## src/rtl/wdt_pkg.sv

```systemverilog
package wdt_pkg;

  typedef enum logic {
    WDT_SCALE_SHORT = 1'b0,
    WDT_SCALE_LONG  = 1'b1
  } wdt_scale_e;

  // Last prescaler count value before a unit tick for the chosen scale.
  function automatic int unsigned wdt_div_last(input logic long_sel,
                                               input int unsigned short_div,
                                               input int unsigned long_div);
    return (long_sel == WDT_SCALE_LONG) ? long_div - 1 : short_div - 1;
  endfunction

  // Number of base ticks from arming to expiry for a field value.
  function automatic int unsigned wdt_ticks_to_expiry(input int unsigned field,
                                                      input int unsigned div);
    return (field + 1) * div;
  endfunction

endpackage

```

## src/rtl/wdt_unit_gen.sv

```systemverilog
module wdt_unit_gen
  import wdt_pkg::*;
#(
  parameter int unsigned SHORT_DIV = 3,
  parameter int unsigned LONG_DIV  = 50
) (
  input  logic clk,
  input  logic rst_n,
  input  logic clear,
  input  logic run,
  input  logic long_sel,
  input  logic base_tick,
  output logic unit_tick
);
  localparam int unsigned MAX_DIV = (SHORT_DIV > LONG_DIV) ? SHORT_DIV : LONG_DIV;
  localparam int unsigned PW      = $clog2(MAX_DIV + 1);

  logic [PW-1:0] pre_cnt;
  logic [PW-1:0] pre_last;
  logic          at_last;

  assign pre_last  = PW'(wdt_div_last(long_sel, SHORT_DIV, LONG_DIV));
  assign at_last   = (pre_cnt >= pre_last);
  assign unit_tick = run & base_tick & ~clear & at_last;

  always_ff @(posedge clk or negedge rst_n) begin
    if (!rst_n) begin
      pre_cnt <= '0;
    end else if (clear) begin
      pre_cnt <= '0;
    end else if (run && base_tick) begin
      pre_cnt <= at_last ? '0 : pre_cnt + 1'b1;
    end
  end
endmodule

```

## src/rtl/wdt_countdown.sv

```systemverilog
module wdt_countdown #(
  parameter int unsigned TO_W = 5
) (
  input  logic            clk,
  input  logic            rst_n,
  input  logic            enable,
  input  logic            freq_change,
  input  logic [TO_W-1:0] reload,
  input  logic            unit_tick,
  input  logic            status_clr,
  output logic            arm_evt,
  output logic            timeout_evt,
  output logic            running,
  output logic            status,
  output logic            lock
);
  logic [TO_W-1:0] cnt;

  assign arm_evt     = enable & freq_change & ~lock;
  assign timeout_evt = running & unit_tick & (cnt == '0);

  always_ff @(posedge clk or negedge rst_n) begin
    if (!rst_n) begin
      running <= 1'b0;
      cnt     <= '0;
      lock    <= 1'b0;
    end else if (!enable) begin
      running <= 1'b0;
      cnt     <= reload;
      lock    <= 1'b0;
    end else if (arm_evt) begin
      running <= 1'b1;
      cnt     <= reload;
    end else if (timeout_evt) begin
      running <= 1'b0;
      cnt     <= reload;
      lock    <= 1'b1;
    end else if (running && unit_tick) begin
      cnt <= cnt - 1'b1;
    end
  end

  always_ff @(posedge clk or negedge rst_n) begin
    if (!rst_n) begin
      status <= 1'b0;
    end else if (timeout_evt) begin
      status <= 1'b1;
    end else if (status_clr) begin
      status <= 1'b0;
    end
  end
endmodule

```

## src/rtl/wdt_rst_pulse.sv

```systemverilog
module wdt_rst_pulse #(
  parameter int unsigned RST_CYCLES = 150000
) (
  input  logic clk,
  input  logic rst_n,
  input  logic trigger,
  output logic pull_low
);
  localparam int unsigned RW = $clog2(RST_CYCLES + 1);

  logic [RW-1:0] left;

  assign pull_low = (left != '0);

  always_ff @(posedge clk or negedge rst_n) begin
    if (!rst_n) begin
      left <= '0;
    end else if (trigger) begin
      left <= RW'(RST_CYCLES);
    end else if (left != '0) begin
      left <= left - 1'b1;
    end
  end
endmodule

```

## src/rtl/wdt_recover.sv

```systemverilog
module wdt_recover #(
  parameter int unsigned TO_W       = 5,
  parameter int unsigned SHORT_DIV  = 3,
  parameter int unsigned LONG_DIV   = 50,
  parameter int unsigned RST_CYCLES = 150000
) (
  input  logic            clk,
  input  logic            rst_n,
  input  logic [TO_W-1:0] cfg_timeout,
  input  logic            cfg_long_scale,
  input  logic            cfg_enable,
  input  logic            cfg_rst_on_timeout,
  input  logic            cfg_rst_on_freq,
  input  logic            freq_change,
  input  logic            base_tick,
  input  logic            status_clr,
  output logic            status_timeout,
  output logic            recovery_lock,
  output logic            rst_pull_low
);
  logic arm_evt;
  logic timeout_evt;
  logic running;
  logic unit_tick;
  logic pre_clear;
  logic freq_ok;
  logic pulse_trig;

  assign pre_clear  = arm_evt | ~cfg_enable;
  assign freq_ok    = freq_change & ~recovery_lock;
  assign pulse_trig = (timeout_evt & cfg_rst_on_timeout) | (freq_ok & cfg_rst_on_freq);

  wdt_unit_gen #(
    .SHORT_DIV (SHORT_DIV),
    .LONG_DIV  (LONG_DIV)
  ) u_unit (
    .clk       (clk),
    .rst_n     (rst_n),
    .clear     (pre_clear),
    .run       (running),
    .long_sel  (cfg_long_scale),
    .base_tick (base_tick),
    .unit_tick (unit_tick)
  );

  wdt_countdown #(
    .TO_W (TO_W)
  ) u_core (
    .clk         (clk),
    .rst_n       (rst_n),
    .enable      (cfg_enable),
    .freq_change (freq_change),
    .reload      (cfg_timeout),
    .unit_tick   (unit_tick),
    .status_clr  (status_clr),
    .arm_evt     (arm_evt),
    .timeout_evt (timeout_evt),
    .running     (running),
    .status      (status_timeout),
    .lock        (recovery_lock)
  );

  wdt_rst_pulse #(
    .RST_CYCLES (RST_CYCLES)
  ) u_pulse (
    .clk      (clk),
    .rst_n    (rst_n),
    .trigger  (pulse_trig),
    .pull_low (rst_pull_low)
  );
endmodule

```

## config.mk

```make
export PLATFORM = sky130hd
export DESIGN_NAME = wdt_recover
export DESIGN_NICKNAME = d
export VERILOG_FILES = /design/src/rtl/wdt_pkg.sv /design/src/rtl/wdt_unit_gen.sv /design/src/rtl/wdt_countdown.sv /design/src/rtl/wdt_rst_pulse.sv /design/src/rtl/wdt_recover.sv
export SDC_FILE = /design/constraint.sdc
export NUM_CORES = 1
export LEC_CHECK = 0
export BUFFER_PORTS_ARGS = -buffer_cell sky130_fd_sc_hd__buf_2
export CAP_MARGIN = 20
export CORE_UTILIZATION = 23
export CTS_BUF_LIST = sky130_fd_sc_hd__clkbuf_4
export CTS_CLUSTER_DIAMETER = 150
export DETAILED_ROUTE_END_ITERATION = 6
export GPL_ROUTABILITY_DRIVEN = 0
export SLEW_MARGIN = 40
export SYNTH_ARGS = -nofsm -noshare
export SYNTH_HDL_FRONTEND = slang
export SYNTH_SLANG_ARGS = --single-unit
```

## constraint.sdc

```tcl
create_clock -name clk -period 3.7 [get_ports clk]
set_input_delay 0.185 -clock clk [delete_from_list [all_inputs] [get_ports clk]]
set_output_delay 0.185 -clock clk [all_outputs]
set_load 0.02 [all_outputs]
```

Word level (Yosys, flattened, before mapping)
Cells that the tools add are included.
{"block": "word_totals", "ff_bits": 32, "inputBits": 14, "elab_cells": 55}
{"block": "op_classes", "addsub": 3, "order_cmp": 1, "eq_ne": 4, "n_mux": 18, "n_bitwise": 15, "reduce_logical": 8}
{"cell": "$mux 18", "count": 2}
{"cell": "$mux 6", "count": 4}
{"cell": "$mux 5", "count": 4}
{"cell": "$reduce_bool 18->1", "count": 1}
{"cell": "$sub 18x1->18 const B", "count": 1}
{"cell": "$and 1x1->1", "count": 10}
{"cell": "$mux 1", "count": 8}
{"cell": "$add 6x1->6 const B", "count": 1}
{"cell": "$ge 6x6->1", "count": 1}
{"cell": "$reduce_bool 2->1", "count": 3}
{"cell": "$logic_not 5->1", "count": 1}
{"cell": "$sub 5x1->5 const B", "count": 1}
{"cell": "$ne 4x1->1 const B", "count": 1}
{"cell": "$ne 3x1->1 const B", "count": 1}
{"cell": "$not 1->1", "count": 3}
{"cell": "$logic_and 1x1->1", "count": 2}
{"cell": "$ne 2x1->1 const B", "count": 1}
{"cell": "$ne 2x2->1 const B", "count": 1}
{"cell": "$or 1x1->1", "count": 2}
{"cell": "$reduce_and 2->1", "count": 1}

Depth between registers and ports, before layout
Gate-level depths: netlist of run 1.
{"block": "depth", "ltp_word": 11, "depth_mapped": 8, "ltp_nobuf": 7}

Hierarchy
From an unflattened synthesis of run 1, not the netlist that was laid out.
{"block": "unflattened", "hier_cells": 210, "area_unflattened_um2": 2019.4}
{"module": "wdt_rst_pulse", "n_inst": 1, "cells_each": 111, "area_each_um2": 1086.0, "seq_area_each_um2": 450.4}
{"module": "wdt_countdown", "n_inst": 1, "cells_each": 49, "area_each_um2": 478.0, "seq_area_each_um2": 200.2}
{"module": "wdt_unit_gen", "n_inst": 1, "cells_each": 46, "area_each_um2": 432.9, "seq_area_each_um2": 150.1}
{"module": "wdt_recover", "n_inst": 1, "cells_each": 4, "area_each_um2": 22.5, "seq_area_each_um2": 0.0}

Worst setup path after synthesis of run 1
Ideal clock, no wire load.
{"block": "synth_timing", "path_type": "reg2reg", "startpoint": "reg u_pulse.left[11]", "endpoint": "reg u_pulse.left[4]", "arrival_ns": 1.860, "required_ns": 3.545, "setup_slack_ns": 1.686, "path_stages_with_launch": 6, "path_buffers": 0, "synth_period_minus_slack_ns": 2.014, "cell_sequence": "dfrtp_1 or4_4 nor4b_4 nand2_4 nand3_1 o211ai_1"}
{"block": "synth_between", "elab_chain_cells": 2}
{"element": "from (decl)", "line_no": "wdt_rst_pulse.sv:11", "source": "logic [RW-1:0] left;"}
{"element": "from (signal assigned)", "line_no": "wdt_rst_pulse.sv:19", "source": "left <= RW'(RST_CYCLES);"}
{"element": "from (signal assigned)", "line_no": "wdt_rst_pulse.sv:21", "source": "left <= left - 1'b1;"}
{"element": "$reduce_bool 18->1"}
{"element": "named net rst_pull_low", "line_no": "wdt_recover.sv:19", "source": "output logic rst_pull_low"}
{"element": "$reduce_bool 2->1 (no line)"}
The timed path passes the listed nets, and every way through them passes these cells.
A chain may end at the register's enable or synchronous reset.

Worst setup path after layout of run 1
{"block": "layout_timing", "startpoint": "reg u_pulse.left[11]", "endpoint": "out rst_pull_low"}
{"block": "layout_between", "elab_chain_cells": 1}
{"element": "$reduce_bool 18->1", "line_no": "wdt_rst_pulse.sv:13", "source": "assign pull_low = (left != '0);"}
{"element": "to (decl)", "line_no": "wdt_recover.sv:19"}
No other way between the ends.

==> results of run 1 <==
repair_timing:
item,4_1_cts,5_1_grt
endpoints found under the setup margin,0,0
hold buffers,1,0
gates resized for setup,0,0
hold endpoints to repair,32,0
setup buffers,0,0
cell usage after synthesis, types with 2 or more instances:
library cell	number	share of area [%]
a31oi_1	3	1.0
clkbuf_1	5	1.0
dfrtp_1	32	42
nor4_1	4	1.3
a21oi_1	11	2.9
mux2i_1	4	2.1
or2_2	2	0.66
inv_1	11	2.2
or4_4	2	1.2
or3_1	5	1.7
nor4_2	3	2.0
nand3_1	8	2.1
and3_1	3	1.0
nand2b_1	5	1.7
and2_1	4	1.3
nand2_1	18	3.6
xnor2_1	6	2.8
a22o_1	4	1.9
o21a_1	2	0.80
o21ai_0	7	1.9
o211ai_1	3	1.2
nor2_1	17	3.4
nor3_1	5	1.3
nor2b_1	3	1.0
ha_1	8	5.3
where the power goes:
| part | switching [mW] | internal, mW | leakage (nW) |
|---|---|---|---|
| combinational | 0.0814 | 0.0678 | 0.496 |
| sequential | 0.0383 | 0.385 | 0.388 |
| clock | 0.130 | 0.138 | 0.0403 |
flip-flops by register name (all words and copies together) (netlist names):
name	count
u_core.running	1
u_core.cnt	5
u_unit.pre_cnt	6
u_core.lock	1
u_pulse.left	18
u_core.status	1
how the worst max path moves through the flow:
| stage | endpoint | cells past startpoint | from | slack (ns) |
|---|---|---|---|---|
| global placement | u_pulse.left[4]$_DFFE_PN0P_ | 6 | u_unit.pre_cnt[1]$_DFFE_PN0P_ | 1.40 |
| CTS | rst_pull_low | 4 | u_pulse.left[11]$_DFFE_PN0P_ | 1.13 |
| global route | u_pulse.left[14]$_DFFE_PN0P_ | 6 | u_unit.pre_cnt[1]$_DFFE_PN0P_ | 0.97 |
| finish | rst_pull_low | 4 | u_pulse.left[11]$_DFFE_PN0P_ | 1.17 |
| detailed placement | u_pulse.left[14]$_DFFE_PN0P_ | 6 | u_unit.pre_cnt[1]$_DFFE_PN0P_ | 1.25 |
| floorplan | u_pulse.left[4]$_DFFE_PN0P_ | 5 | u_pulse.left[11]$_DFFE_PN0P_ | 1.69 |
critical path, stage by stage (launching register included):
cell	delay, ns
dfrtp_1	0.43
or4_4	0.57
nor4b_4	0.62
nand2_4	0.18
buf_2	0.22
area by class of cell:
class	instances	area (um^2)
Fill cell	869	5680
Multi-Input combinational cell	150	1030
Sequential cell	32	801
Tap cell	102	128
Timing Repair Buffer	17	90.1
Inverter	11	41.3
Clock buffer	5	37.5
Clock inverter	3	37.5
through the flow:
stage,instance area [um^2],util (%)
floorplan,1890,-
global placement,2070,26.4
detailed placement,2070,26.4
CTS,2150,27.5
global route,2170,27.6
finish,2170,27.6
routing by layer:
metal / global-route usage [%] / up-vias
met5: 0 / -
met4: 4.17 / 0
met3: 3.12 / 7
met2: 16.8 / 32
met1: 13.3 / 738
li1: - / 755
cells in the final DEF, fill, tap and decap left out, types with 2 or more instances in the layout:
| cell | instances |
|---|---|
| dfrtp_1 | 32 |
| nand2_1 | 18 |
| nor2_1 | 17 |
| buf_2 | 16 |
| inv_1 | 11 |
| a21oi_1 | 11 |
| nand3_1 | 8 |
| ha_1 | 8 |
| o21ai_0 | 7 |
| xnor2_1 | 6 |
| or3_1 | 5 |
| nor3_1 | 5 |
| nand2b_1 | 5 |
| clkbuf_4 | 5 |
| nor4_1 | 4 |
| and2_1 | 4 |
| a22o_1 | 4 |
| mux2i_1 | 4 |
| nor2b_1 | 3 |
| a31oi_1 | 3 |
| and3_1 | 3 |
| nor4_2 | 3 |
| o211ai_1 | 3 |
| or4_4 | 2 |
| o21a_1 | 2 |
| or2_2 | 2 |
| clkinv_1 | 2 |
cell families (layout without fill, tap and decap cells):
family                     count (synthesis)  count (layout)  synth area share (%)
AOI/OAI and AO/OA                         42              42                  15.7
xor gates and xnor gates                   7               7                  3.25
adders and majority gates                  8               8                  5.31
buffers and inverters                     17              36                  3.45
DFF                                       32              32                  42.5
muxes                                      5               5                  2.72
and+or+nand+nor                           88              88                  27.1
==> reports/results.tsv, run 1 <==
metric	value	unit
run status	finished clean	
ANT nets after route	0	
Setup WS post-layout	1.17	ns
fin crit period	2.53	ns
sequential-to-total area share from yosys stat	42.5	%
hpwl dp	2860	um
count of final hold-check violations	0	
FF+latch count, synth	32	
Post-route DRC	0	
CP Launch Type	flop	
r2r startpoint	u_unit.pre_cnt[1]$_DFFE_PN0P_	
clock latency on the worst-skew pair	0.34	ns
worst vdd ir	137	uV
full die area	0.00856	mm^2
maximum clock rate	395	MHz
synth-to-layout area growth	14.9	%
WHS Endpoint	u_core.cnt[4]$_DFFE_PN0P_	
mapped cell area	0.00189	mm^2
post-synth cell types	49	
core area	0.00785	mm^2
number of flops mapped to enable cells by yosys	0	
antenna cells	0	
Lkg Pwr	0.924	nW
Mapped Cells	199	
M1 WL	1890	um
r2r setup slk	1.23	ns
r2r worst-path depth	6	
Top Metal Used	met4	
I/O Pins	17	
setup TNS	0	ns
Routed met3 length	154	um
dpl cells	311	
mean post-synth cell area	9.48	um^2
Clock transition at path regs	0.09	ns
Post-synth ARST share	100	%
number of max-cap violations	0	
GRT Util Overall	10.5	%
Most used DFF post-synth	dfrtp_1	
Initial Util	24.0	%
max_slew headroom	51.4	%
HP Start	cfg_timeout[4]	
Die Wd	92.5	um
Core Rows	32	
largest net degree at the start of global routing	33	
root buffer cell	clkbuf_4	
Synthesized Nets	221	
CTS buffer count	5	
DR vias	1532	
final setup fails	0	
Slew @ Worst Pin	0.729	ns
H-tree level count	2	
Max Slew Vio Count	0	
vias in the first global route	1511	
CTS max path bufs	2	
initial antenna violation count	0	
drt first-iter violations	73	
clock skew	0.0202	ns
DRT Pass-1 Iters	4	
Final Cycle Share	68.4	%
Min Hold Slack	0.0900	ns
first-pass GRT wire length	7110	um
Vias/cell	4.79	
worst min path class	input port to flop	
Vert. Die Dim	92.5	um
final net count	239	
WL final	4090	um
Critical Path RT	3.51	ns
RSZ-0062 raised after global routing	no	
TritonCTS clock tree	built	
final cell count without fillers	320	
Critical Path Fanout Max	9	
Port Buffers	16	
crit path DAT	2.35	ns
mean routed wirelength per cell	12.8	um
met2 wire len	1960	um
worst r2r dst	u_pulse.left[14]$_DFFE_PN0P_	
kind of critical path	flop to primary output	
worst slack at placement	1.25	ns
GRT overflow	0	
clock sinks	32	
total power	0.840	mW
CP endpoint kind	primary output	
warnings from Yosys	0	
power density over the cells	388	mW/mm^2
ratio of cells with drive above 1 in the final layout	16.5	%
Worst Hold Depth	3	
Note: power is estimated with default switching activity, not from simulation.
==> inputs of run 2 (changes only) <==
Clock period 3.7 ns to 2.3 ns, I/O delays scaled along.
==> reports/results.tsv, run 2 (synthesis gave the netlist of run 1 again) <==
metric	value	unit	change
commonest cells after routing, fill and taps aside	dfrtp_1, nand2_1, nor2_1		unchanged
count of final hold-check violations	0		unchanged
WL final	3860	um	was 4090 um
worst r2r dst	u_pulse.left[17]$_DFFE_PN0P_		was u_pulse.left[14]$_DFFE_PN0P_
RSZ-0062 raised after global routing	no		unchanged
worst slack at placement	0.247	ns	was 1.25 ns
WHS Endpoint	u_core.cnt[1]$_DFFE_PN0P_		was u_core.cnt[4]$_DFFE_PN0P_
maximum clock rate	460	MHz	
final cell count without fillers	329		was 320
ratio of cells with drive above 1 in the final layout	19.8	%	was 16.5%
HP Start	cfg_timeout[1]		was cfg_timeout[4]
initial antenna violation count	0		unchanged
max_slew headroom	52.7	%	was 51.4%
Slew @ Worst Pin	0.709	ns	was 0.729 ns
Max Slew Vio Count	0		unchanged
most common cell after layout, fill and taps aside	dfrtp_1		unchanged
Post-route DRC	0		unchanged
CP endpoint kind	primary output		unchanged
clock skew	0.00829	ns	was 0.0202 ns
vias in the first global route	1430		was 1,511
mean routed wirelength per cell	11.7	um	was 12.8 um
antenna cells	0		unchanged
largest net degree at the start of global routing	33		unchanged
kind of critical path	flop to primary output		unchanged
r2r setup slk	0.23	ns	was 1.23 ns
setup TNS	0	ns	unchanged
Lkg Pwr	0.962	nW	was 0.924 nW
TritonCTS clock tree	built		unchanged
Vert. Die Dim	92.5	um	unchanged
Port Buffers	16		unchanged
core area	0.00785	mm^2	unchanged
crit path DAT	2.06	ns	was 2.35 ns
Worst Hold Depth	2		was 3
I/O Pins	17		unchanged
r2r worst-path depth	5		was 6
biggest regs	u_pulse.left x18, u_unit.pre_cnt x6, u_core.cnt x5		unchanged
Final Cycle Share	94.6	%	
largest reg by FF count	u_pulse.left		unchanged
DRT Pass-1 Iters	4		unchanged
power density over the cells	551	mW/mm^2	was 388 mW/mm^2
ANT nets after route	0		unchanged
drt first-iter violations	62		was 73
r2r startpoint	u_pulse.left[4]$_DFFE_PN0P_		was u_unit.pre_cnt[1]$_DFFE_PN0P_
number of max-cap violations	0		unchanged
final net count	249		was 239
CTS max path bufs	2		unchanged
Initial Util	24.0	%	unchanged
CTS buffer count	5		unchanged
GRT overflow	0		unchanged
Core Rows	32		unchanged
Setup WS post-layout	0.124	ns	was 1.17 ns
Clock transition at path regs	0.09	ns	about the same
dpl cells	316		was 311
Die Wd	92.5	um	unchanged
CP Launch Type	flop		unchanged
total power	1.22	mW	was 0.840 mW
root buffer cell	clkbuf_4		unchanged
run status	finished clean		unchanged
Vias/cell	4.74		was 4.79
Critical Path Fanout Max	9		unchanged
first-pass GRT wire length	6600	um	was 7110 um
clock sinks	32		unchanged
worst min path class	input port to flop		unchanged
hpwl dp	2790	um	was 2860 um
GRT Util Overall	9.84	%	was 10.5%
worst vdd ir	172	uV	was 137 uV
fin crit period	2.18	ns	
final setup fails	0		unchanged
clock latency on the worst-skew pair	0.33	ns	was 0.34 ns
number of flip-flops in the largest register	18		unchanged
DR vias	1560		was 1,532
Core Util, Final	28.2	%	was 27.6%
H-tree level count	2		unchanged
synth-to-layout area growth	17.3	%	was 14.9%
full die area	0.00856	mm^2	unchanged
Critical Path RT	2.18	ns	was 3.51 ns
-- run 2: cell types whose count changed in the layout (fill, tap and decap cells not counted) --
cell / delta
buf_6: +1
nor3_1: -1
nor3_2: +1
a2111oi_4: -1
bufinv_16: -1
a2111oi_2: +1
dlygate4sd3_1: +1
buf_4: +8
-- run 2: metal layers --
layer | global-route usage [%] | part of all wire, % | up-vias
met4 | 4.04 | 1.7 | 0
met1 | 12.2 | 49 | 757
met5 | 0 | 0 | -
met3 | 3.04 | 2.7 | 5
li1 | - | - | 773
met2 | 15.7 | 46 | 25
-- run 2: worst max-delay path by stage --
stage                                       startpoint                      endpoint  slack (ns)  cells after the start
final                     u_pulse.left[11]$_DFFE_PN0P_                  rst_pull_low        0.12                      5
after detailed placement   u_pulse.left[4]$_DFFE_PN0P_  u_pulse.left[17]$_DFFE_PN0P_        0.25                      5
after CTS                 u_pulse.left[11]$_DFFE_PN0P_                  rst_pull_low        0.05                      5
after global placement     u_pulse.left[4]$_DFFE_PN0P_  u_pulse.left[17]$_DFFE_PN0P_        0.26                      5
after global routing      u_pulse.left[11]$_DFFE_PN0P_                  rst_pull_low        0.01                      5
after floorplan           u_pulse.left[11]$_DFFE_PN0P_   u_pulse.left[4]$_DFFE_PN0P_        0.29                      5
-- run 2: through the flow --
step | cell area (um^2) | hold WS [ns]
floorplan | 1890 | -0.181
global placement | 2110 | 0.224
detailed placement | 2110 | 0.220
CTS | 2160 | 0.0134
global route | 2210 | 0.0169
finish | 2210 | 0.0481
-- run 2: power breakdown --
part           switching [mW]  leakage, nW  internal [mW]
sequential             0.0650        0.388          0.620
combinational           0.136        0.548          0.113
clock                   0.178       0.0261          0.106
total                   0.379        0.962          0.839
-- run 2: cell type report --
| type | count | area, um^2 |
|---|---|---|
| Multi-Input combinational cell | 150 | 1020 |
| Clock buffer | 5 | 37.5 |
| Inverter | 11 | 41.3 |
| Sequential cell | 32 | 801 |
| Clock inverter | 2 | 7.51 |
| Tap cell | 102 | 128 |
| Timing Repair Buffer | 27 | 171 |
| Fill cell | 850 | 5640 |
-- run 2: repair_timing --
action                     in CTS  in global routing
buffers inserted                0                  4
setup endpoints to repair       0                  1
hold endpoints to repair       32                  1
gates resized for setup         0                  2
hold buffers                    1                  1
-- run 2: worst max-delay path, cell delays in order (launching register included) --
cell	delay, ns
dfrtp_1	0.43
or4_4	0.58
nor4b_4	0.28
buf_6	0.16
nand2_4	0.09
buf_2	0.19
